<file path="src/rtl/sweep_ram_pkg.sv">
package sweep_ram_pkg;

    // Controller states
    typedef enum logic [0:0] {
        ST_SWEEP = 1'b0,
        ST_READY = 1'b1
    } sweep_state_e;

    // Fill rule applied by the sweep
    typedef enum bit {
        FILL_CONST_ALL = 1'b0,
        FILL_INDEX_XOR = 1'b1
    } fill_mode_e;

endpackage

</file>
<file path="src/rtl/sweep_ram_seq.sv">
module sweep_ram_seq
    import sweep_ram_pkg::*;
#(
    parameter int DEPTH          = 64,
    parameter bit CLEAR_ON_RESET = 1'b1,
    localparam int AW            = (DEPTH > 1) ? $clog2(DEPTH) : 1
) (
    input  logic          clk,
    input  logic          rst,
    input  logic          en,
    output logic          busy,
    output logic          sweep_we,
    output logic [AW-1:0] sweep_idx
);

    localparam logic [AW-1:0]  LAST_IDX  = AW'(DEPTH - 1);
    localparam sweep_state_e   RST_STATE = CLEAR_ON_RESET ? ST_SWEEP : ST_READY;

    sweep_state_e  state_q, state_d;
    logic [AW-1:0] idx_q, idx_d;

    // State register
    always_ff @(posedge clk) begin
        if (rst) begin
            state_q <= RST_STATE;
            idx_q   <= '0;
        end else if (en) begin
            state_q <= state_d;
            idx_q   <= idx_d;
        end
    end

    // Next state: SWEEP_DONE leaves ST_SWEEP after the last index
    always_comb begin
        state_d = state_q;
        idx_d   = idx_q;
        unique case (state_q)
            ST_SWEEP: begin
                if (idx_q == LAST_IDX) begin
                    state_d = ST_READY;
                    idx_d   = '0;
                end else begin
                    idx_d = idx_q + 1'b1;
                end
            end
            ST_READY: begin
                state_d = ST_READY;
            end
        endcase
    end

    // Outputs
    always_comb begin
        busy      = (state_q == ST_SWEEP);
        sweep_we  = (state_q == ST_SWEEP) && !rst;
        sweep_idx = idx_q;
    end

endmodule

</file>
<file path="src/rtl/sweep_ram_fill.sv">
module sweep_ram_fill
    import sweep_ram_pkg::*;
#(
    parameter int                DEPTH      = 64,
    parameter int                WIDTH      = 16,
    parameter fill_mode_e        FILL_MODE  = FILL_INDEX_XOR,
    parameter logic [WIDTH-1:0]  FILL_CONST = '0,
    parameter logic [WIDTH-1:0]  FILL_KEY   = '0,
    localparam int               AW         = (DEPTH > 1) ? $clog2(DEPTH) : 1
) (
    input  logic [AW-1:0]    idx,
    output logic [WIDTH-1:0] value
);

    generate
        if (FILL_MODE == FILL_CONST_ALL) begin : g_const
            logic unused_idx;
            assign unused_idx = ^idx;
            assign value = FILL_CONST;
        end else begin : g_index
            assign value = WIDTH'(idx) ^ FILL_KEY;
        end
    endgenerate

endmodule

</file>
<file path="src/rtl/sweep_ram_array.sv">
module sweep_ram_array #(
    parameter int  DEPTH = 64,
    parameter int  WIDTH = 16,
    localparam int AW    = (DEPTH > 1) ? $clog2(DEPTH) : 1
) (
    input  logic             clk,
    input  logic             en,
    input  logic             we,
    input  logic [AW-1:0]    waddr,
    input  logic [WIDTH-1:0] wdata,
    input  logic [AW-1:0]    raddr,
    output logic [WIDTH-1:0] rdata
);

    localparam logic [AW:0] DEPTH_W = (AW + 1)'(DEPTH);

    logic [WIDTH-1:0] mem [DEPTH];
    logic             rd_ok;

    assign rd_ok = ({1'b0, raddr} < DEPTH_W);

    // Read before write: the read register takes the old word
    always_ff @(posedge clk) begin
        if (en) begin
            if (we) begin
                mem[waddr] <= wdata;
            end
            rdata <= rd_ok ? mem[raddr] : '0;
        end
    end

endmodule

</file>
<file path="src/rtl/sweep_ram.sv">
module sweep_ram
    import sweep_ram_pkg::*;
#(
    parameter int                DEPTH          = 64,
    parameter int                WIDTH          = 16,
    parameter bit                CLEAR_ON_RESET = 1'b1,
    parameter fill_mode_e        FILL_MODE      = FILL_INDEX_XOR,
    parameter logic [WIDTH-1:0]  FILL_CONST     = '0,
    parameter logic [WIDTH-1:0]  FILL_KEY       = '0,
    localparam int               AW             = (DEPTH > 1) ? $clog2(DEPTH) : 1
) (
    input  logic             clk,
    input  logic             rst,
    input  logic             en,
    input  logic [AW-1:0]    rd_addr,
    input  logic             wr_valid,
    input  logic [AW-1:0]    wr_addr,
    input  logic [WIDTH-1:0] wr_data,
    output logic [WIDTH-1:0] rd_data,
    output logic             busy
);

    localparam logic [AW:0] DEPTH_W = (AW + 1)'(DEPTH);

    generate
        if (DEPTH < 1) begin : g_bad_depth
            $error("sweep_ram: DEPTH must be at least 1");
        end
    endgenerate

    logic             sweep_we;
    logic [AW-1:0]    sweep_idx;
    logic [WIDTH-1:0] fill_value;
    logic             user_we;
    logic             arr_we;
    logic [AW-1:0]    arr_waddr;
    logic [WIDTH-1:0] arr_wdata;

    sweep_ram_seq #(
        .DEPTH          (DEPTH),
        .CLEAR_ON_RESET (CLEAR_ON_RESET)
    ) u_seq (
        .clk       (clk),
        .rst       (rst),
        .en        (en),
        .busy      (busy),
        .sweep_we  (sweep_we),
        .sweep_idx (sweep_idx)
    );

    sweep_ram_fill #(
        .DEPTH      (DEPTH),
        .WIDTH      (WIDTH),
        .FILL_MODE  (FILL_MODE),
        .FILL_CONST (FILL_CONST),
        .FILL_KEY   (FILL_KEY)
    ) u_fill (
        .idx   (sweep_idx),
        .value (fill_value)
    );

    // User path is closed during reset, during the sweep and for out-of-range addresses
    assign user_we = wr_valid && !rst && ({1'b0, wr_addr} < DEPTH_W);

    always_comb begin
        if (busy) begin
            arr_we    = sweep_we;
            arr_waddr = sweep_idx;
            arr_wdata = fill_value;
        end else begin
            arr_we    = user_we;
            arr_waddr = wr_addr;
            arr_wdata = wr_data;
        end
    end

    sweep_ram_array #(
        .DEPTH (DEPTH),
        .WIDTH (WIDTH)
    ) u_array (
        .clk   (clk),
        .en    (en),
        .we    (arr_we),
        .waddr (arr_waddr),
        .wdata (arr_wdata),
        .raddr (rd_addr),
        .rdata (rd_data)
    );

endmodule

</file>
<file path="config.mk">
export PLATFORM = sky130hd
export DESIGN_NAME = sweep_ram
export DESIGN_NICKNAME = d
export VERILOG_FILES = /design/src/rtl/sweep_ram_pkg.sv /design/src/rtl/sweep_ram_seq.sv /design/src/rtl/sweep_ram_fill.sv /design/src/rtl/sweep_ram_array.sv /design/src/rtl/sweep_ram.sv
export SDC_FILE = /design/constraint.sdc
export NUM_CORES = 1
export LEC_CHECK = 0
export BUFFER_PORTS_ARGS = -buffer_cell sky130_fd_sc_hd__clkbuf_2
export CAP_MARGIN = 20
export CELL_PAD_IN_SITES_DETAIL_PLACEMENT = 2
export CELL_PAD_IN_SITES_GLOBAL_PLACEMENT = 2
export CORE_MARGIN = 2
export CORE_UTILIZATION = 40
export CTS_CLUSTER_DIAMETER = 40
export DETAILED_ROUTE_END_ITERATION = 10
export GPL_TIMING_DRIVEN = 0
export PLACE_DENSITY = 0.68
export SETUP_SLACK_MARGIN = 0.1
export SKIP_CTS_REPAIR_TIMING = 1
export SLEW_MARGIN = 20
export SYNTH_ARGS = -nofsm -noshare
export SYNTH_HDL_FRONTEND = slang
export SYNTH_SLANG_ARGS = --single-unit
</file>
<file path="constraint.sdc">
create_clock -name clk -period 4 [get_ports clk]
set_clock_uncertainty 0.2 [all_clocks]
set_input_delay 0.4 -clock clk [delete_from_list [all_inputs] [get_ports clk]]
set_output_delay 0.4 -clock clk [all_outputs]
set_load 0.01 [all_outputs]
</file>
* Word level (Yosys, flattened, before mapping) *
Memory sizes are Yosys's and may differ from the RTL's. A register that Yosys moved wholly into a read port is not among the register bits.
Cells that the tools add are included.

word-level totals
  register bits = 7
  memory bits (writable) = 1024
  input port bits = 32
  output and inout bits = 17
  logic and storage cells = 19
  memories = 1

operators by class
  add/sub/neg operators = 1
  equality and inequality tests = 1
  multiplexer cells = 9
  bitwise operators = 1
  reduce and logical (&&, ||, !) cells = 4

memories
  memory       words  bits a word  rd ports  clocked after Yosys merged registers in  write ports  line                   source
  u_array.mem  64     16           1         1                                        1            sweep_ram_array.sv:17  logic [WIDTH-1:0] mem [DEPTH];

operators by type and width
  kind                 count
  $mux 16              1
  $mux 6               2
  $add 6x1->6 const B  1
  $eq 6x6->1 const B   1
  $mux 1               5
  $logic_and 1x1->1    2
  $pmux 1 s2           1
  $reduce_and 2->1     1
  $logic_not 1->1      1
  $not 1->1            1

* Logic depth before layout (Yosys ltp) *
  depth in word-level cells = 6
  mapped depth = 9
  mapped depth without buffers = 5

* Hierarchy *
A second synthesis with hierarchy kept.

second synthesis, totals
  cells, all modules = 1890
  area, all modules = 40934.3 sq um

modules (own cells, without submodules)
  module           instances  cells an instance  area each (sq um)  seq. area each (sq um)
  sweep_ram_array  1          1807               40064.7            31230.0
  sweep_ram        1          28                 385.4              0.0
  sweep_ram_seq    1          38                 360.3              140.1
  sweep_ram_fill   1          17                 123.9              0.0

* Least setup slack after synthesis *
OpenSTA, ideal clock, no wires.

  kind = register to register
  from = register u_seq.state_q
  to = memory u_array.mem[51][0], enable pin
  library setup time = 0.388 ns
  arrival time = 2.203 ns
  data required time = 3.412 ns
  path slack = 1.209 ns
  stages on the path, launching flop included = 7
  path buffers = 1
  clock period less this slack = 2.791 ns
  path through = dfxtp_1 -> buf_2 -> nand2b_1 -> and2_1 -> a2111oi_0 -> nand3_1 -> nor2_1

between the ends
  longest elaborated chain between the ends = 6
  elaborated cells between the ends (all ways) = 7
  those cells by class = mux: 5; bitwise: 1; reduce/logical: 1

ends and longest elaborated chain
  what                          line                   source
  from (decl)                   sweep_ram_seq.sv:19    sweep_state_e state_q, state_d;
  from (signal assigned)        sweep_ram_seq.sv:28    state_q <= state_d;
  $not 1->1                     sweep_ram_seq.sv:55    sweep_we = (state_q == ST_SWEEP) && !rst;
  $logic_and 1x1->1             sweep_ram_seq.sv:55
  $mux 1                        sweep_ram.sv:66        if (busy) begin
  $mux 1                        sweep_ram_array.sv:25  if (we) begin
  $mux 1                        sweep_ram_array.sv:24  if (en) begin
  $mux 1 (not written as such)  sweep_ram_array.sv:26  mem[waddr] <= wdata;
  to (decl)                     sweep_ram_array.sv:17

Several ways; a longest one is shown, not always the timed one.

* Worst setup path after layout *
  from = register u_seq.state_q
  to = memory u_array.mem[15][1], enable pin

The elaborated chain is that of the path after synthesis.

==> flow_metrics.env <==
export IMPL_critical_path_max_stage_delay_ns=0.84
export IMPL_first_pass_iters=6
export IMPL_cts_buffers=147
export IMPL_cp_cell_sequence="buf_2 -> buf_1 -> nand3_1 -> a21oi_1 -> nand2_1 -> nor2_2 -> buf_8"
export IMPL_place_inst=3216
export IMPL_die_width_um=322
export IMPL_required_ns=4.26
export IMPL_synth_edff_count=1040
export IMPL_cts_tree="built"
export IMPL_grt_total_usage_pct=26.1
export IMPL_wirelength_um=133000
export IMPL_overflow=0
export IMPL_vias=21200
export IMPL_ant_nets=0
export IMPL_ys_types=51
export IMPL_yosysMostFrequentCell="edfxtp_1"
export IMPL_drt_iter0_drc=2806
export IMPL_cts_buffer_depth=3
export IMPL_drive_above_1_share_pct=34.5
export IMPL_drc=0
export IMPL_hold_viol=0
export IMPL_dp_final_hpwl_um=86100
export IMPL_startpoint_type="flip-flop"
export IMPL_fmax_mhz=263
export IMPL_yosysWarningCount=0
export IMPL_setup_violations=0
export IMPL_grt_setup_unrepaired="no"
export IMPL_htreeDepth=4
export IMPL_p_leak_uw=0.0161
export IMPL_synth_largest_area_cell="edfxtp_1"
export IMPL_num_nets_final=2101
export IMPL_relSlewSlack_pct=17.7
export IMPL_start_util_pct=40.4
export IMPL_async_reset_ff_share_pct=0
export IMPL_tightestPinTransition_ns=1.23
export IMPL_synthCells=1805
export IMPL_grt_pass1_vias=22900
export IMPL_viasPerCell=6.09
export IMPL_grt_pass1_wl_um=186000
export IMPL_ios=49
export IMPL_crit_family="simple AND/OR/NAND/NOR gates"
export IMPL_p_per_area_mw_per_mm2=543
export IMPL_period_share_pct=95.0
export IMPL_ys_seq_elements=1047
export IMPL_syn_area_per_cell_um2=22.4
export IMPL_numClockSinks=1047
export IMPL_path_clk_slew_ns=0.06
export IMPL_grt_max_degree=65
export IMPL_yosys_top_cells_count="1040 x edfxtp_1, 255 x mux4_2, 89 x nor2_1"
export IMPL_die_y_um=322
export IMPL_end_kind="flip-flop"
export IMPL_coreArea_mm2=0.100
export IMPL_die_area_mm2=0.103
export IMPL_crit_buf_inv=3
export IMPL_crit_type="reg -> reg"
export IMPL_antenna_found_initial=8
export IMPL_status="completed"
export IMPL_seq_area_frac_synth_pct=77.7
export IMPL_slew_viol_final=0
export IMPL_final_cells=3490
export IMPL_worstPathMaxFanout=10
export IMPL_hold_class="in -> reg"
export IMPL_ir_drop_v=0.000348
export IMPL_slowest_stage="nor2_2"
export IMPL_cap_violations=0
export IMPL_rows=116
export IMPL_io_buffers=45
export IMPL_synth_area_leaders="edfxtp_1 77%, mux4_2 14%, mux2i_1 1.6%, a22oi_1 0.89%, nor2_1 0.83%"
export IMPL_synth_top_area_share_pct=77.4
export IMPL_synth_nets=1838
export IMPL_post_drt_wl_per_cell_um=38.1
export IMPL_crit_arrival_ns=4.06
export IMPL_synthFlopType="edfxtp_1"
export IMPL_routabilityCongestion=0.858
export IMPL_layout_setup_ws_ns=0.198
export IMPL_syn_area_mm2=0.0404
export IMPL_place_ws_ns=0.00964
export IMPL_cts_root_buf="clkbuf_16"
export IMPL_area_delta_synth_final_pct=19.9
export IMPL_clk_latency_ns=0.76
export IMPL_fin_crit_ns=3.80
==> path summary, 6_finish.rpt <==
| path | startpoint | cells after the start | end | slack, ns |
|---|---|---|---|---|
| max reg2reg | u_seq.state_q$_SDFFE_PP0P_ | 7 | u_array.mem[15][1]$_DFFE_PP_ | 0.20 |
| min reg2reg | u_seq.sweep_idx[5]$_SDFFE_PP0P_ | 2 | u_seq.sweep_idx[5]$_SDFFE_PP0P_ | 0.32 |
| min | wr_data[6] | 2 | u_array.mem[63][6]$_DFFE_PP_ | 0.04 |
| max | u_seq.state_q$_SDFFE_PP0P_ | 7 | u_array.mem[15][1]$_DFFE_PP_ | 0.20 |
==> power by group <==
group / leakage (uW) / internal (uW) / switching [uW]
clock network: 0.00237 / 8010 / 5210
registers: 0.0101 / 12000 / 11.5
logic: 0.00367 / 384 / 683
total: 0.0161 / 20400 / 5910
==> state kept, by name, indices dropped and copies added (netlist names) <==
name,flops
u_seq.state_q,1
u_seq.sweep_idx,6
u_array.mem,1024
u_array.rdata,16
==> cells by family (layout without fill, tap and decap cells) <==
kind of cell	Yosys count	in the layout	synth area share, %
flops	1047	1047	77.7
mux	331	331	16.2
simple gates	195	195	2.21
compound gates	132	132	2.34
buf+inv	95	479	1.40
xor+xnor	4	4	0.0868
fa+ha+maj	1	1	0.0310
other cells	0	3	0
==> layout make-up <==
type / count / area, um2
fillers: 8652 / 51600
flip-flops and latches: 1047 / 31400
multi-input cells: 663 / 8670
clock buffers: 172 / 3860
well taps: 1298 / 1620
repair buffers: 114 / 1230
clock inverters: 98 / 1050
plain buffers: 90 / 548
inverters: 5 / 18.8
diodes: 3 / 7.51
==> per-stage QoR <==
step           cell area [um2]  utilization (%)  hold slack, ns  total power (uW)  TNS, ns
2_1_floorplan            40400                -           0.266             12800        0
3_3_place_gp             42200             42.2           0.317             13200  -251.06
3_5_place_dp             43500             43.5           0.311             13300        0
4_1_cts                  48400             48.4          -0.304             26400        0
5_1_grt                  48400             48.4          0.0393             26800        0
6_report                 48400             48.4          0.0421             26300        0
==> cell usage in the layout, fill, tap and decap left out, drive strengths merged, types with 8 or more instances in the layout <==
cell	Yosys	final
bufinv	0	16
and2	12	12
mux2i	66	66
inv	4	21
a22o	8	8
a22oi	48	48
buf	73	141
clkinvlp	0	11
o22ai	23	23
edfxtp	1040	1040
o21ai	18	18
clkbuf	17	234
nand3	13	13
clkinv	1	55
o221ai	10	10
mux2	9	9
nand2	45	45
nor2	89	89
mux4	256	256
==> metal layers <==
metal	GRT usage [%]	wire length, um
met1	34.6	52000
met2	42.4	64800
met3	4.82	10400
met4	11.0	5650
met5	0	40
No activity file was read; power rests on OpenSTA's default activity.
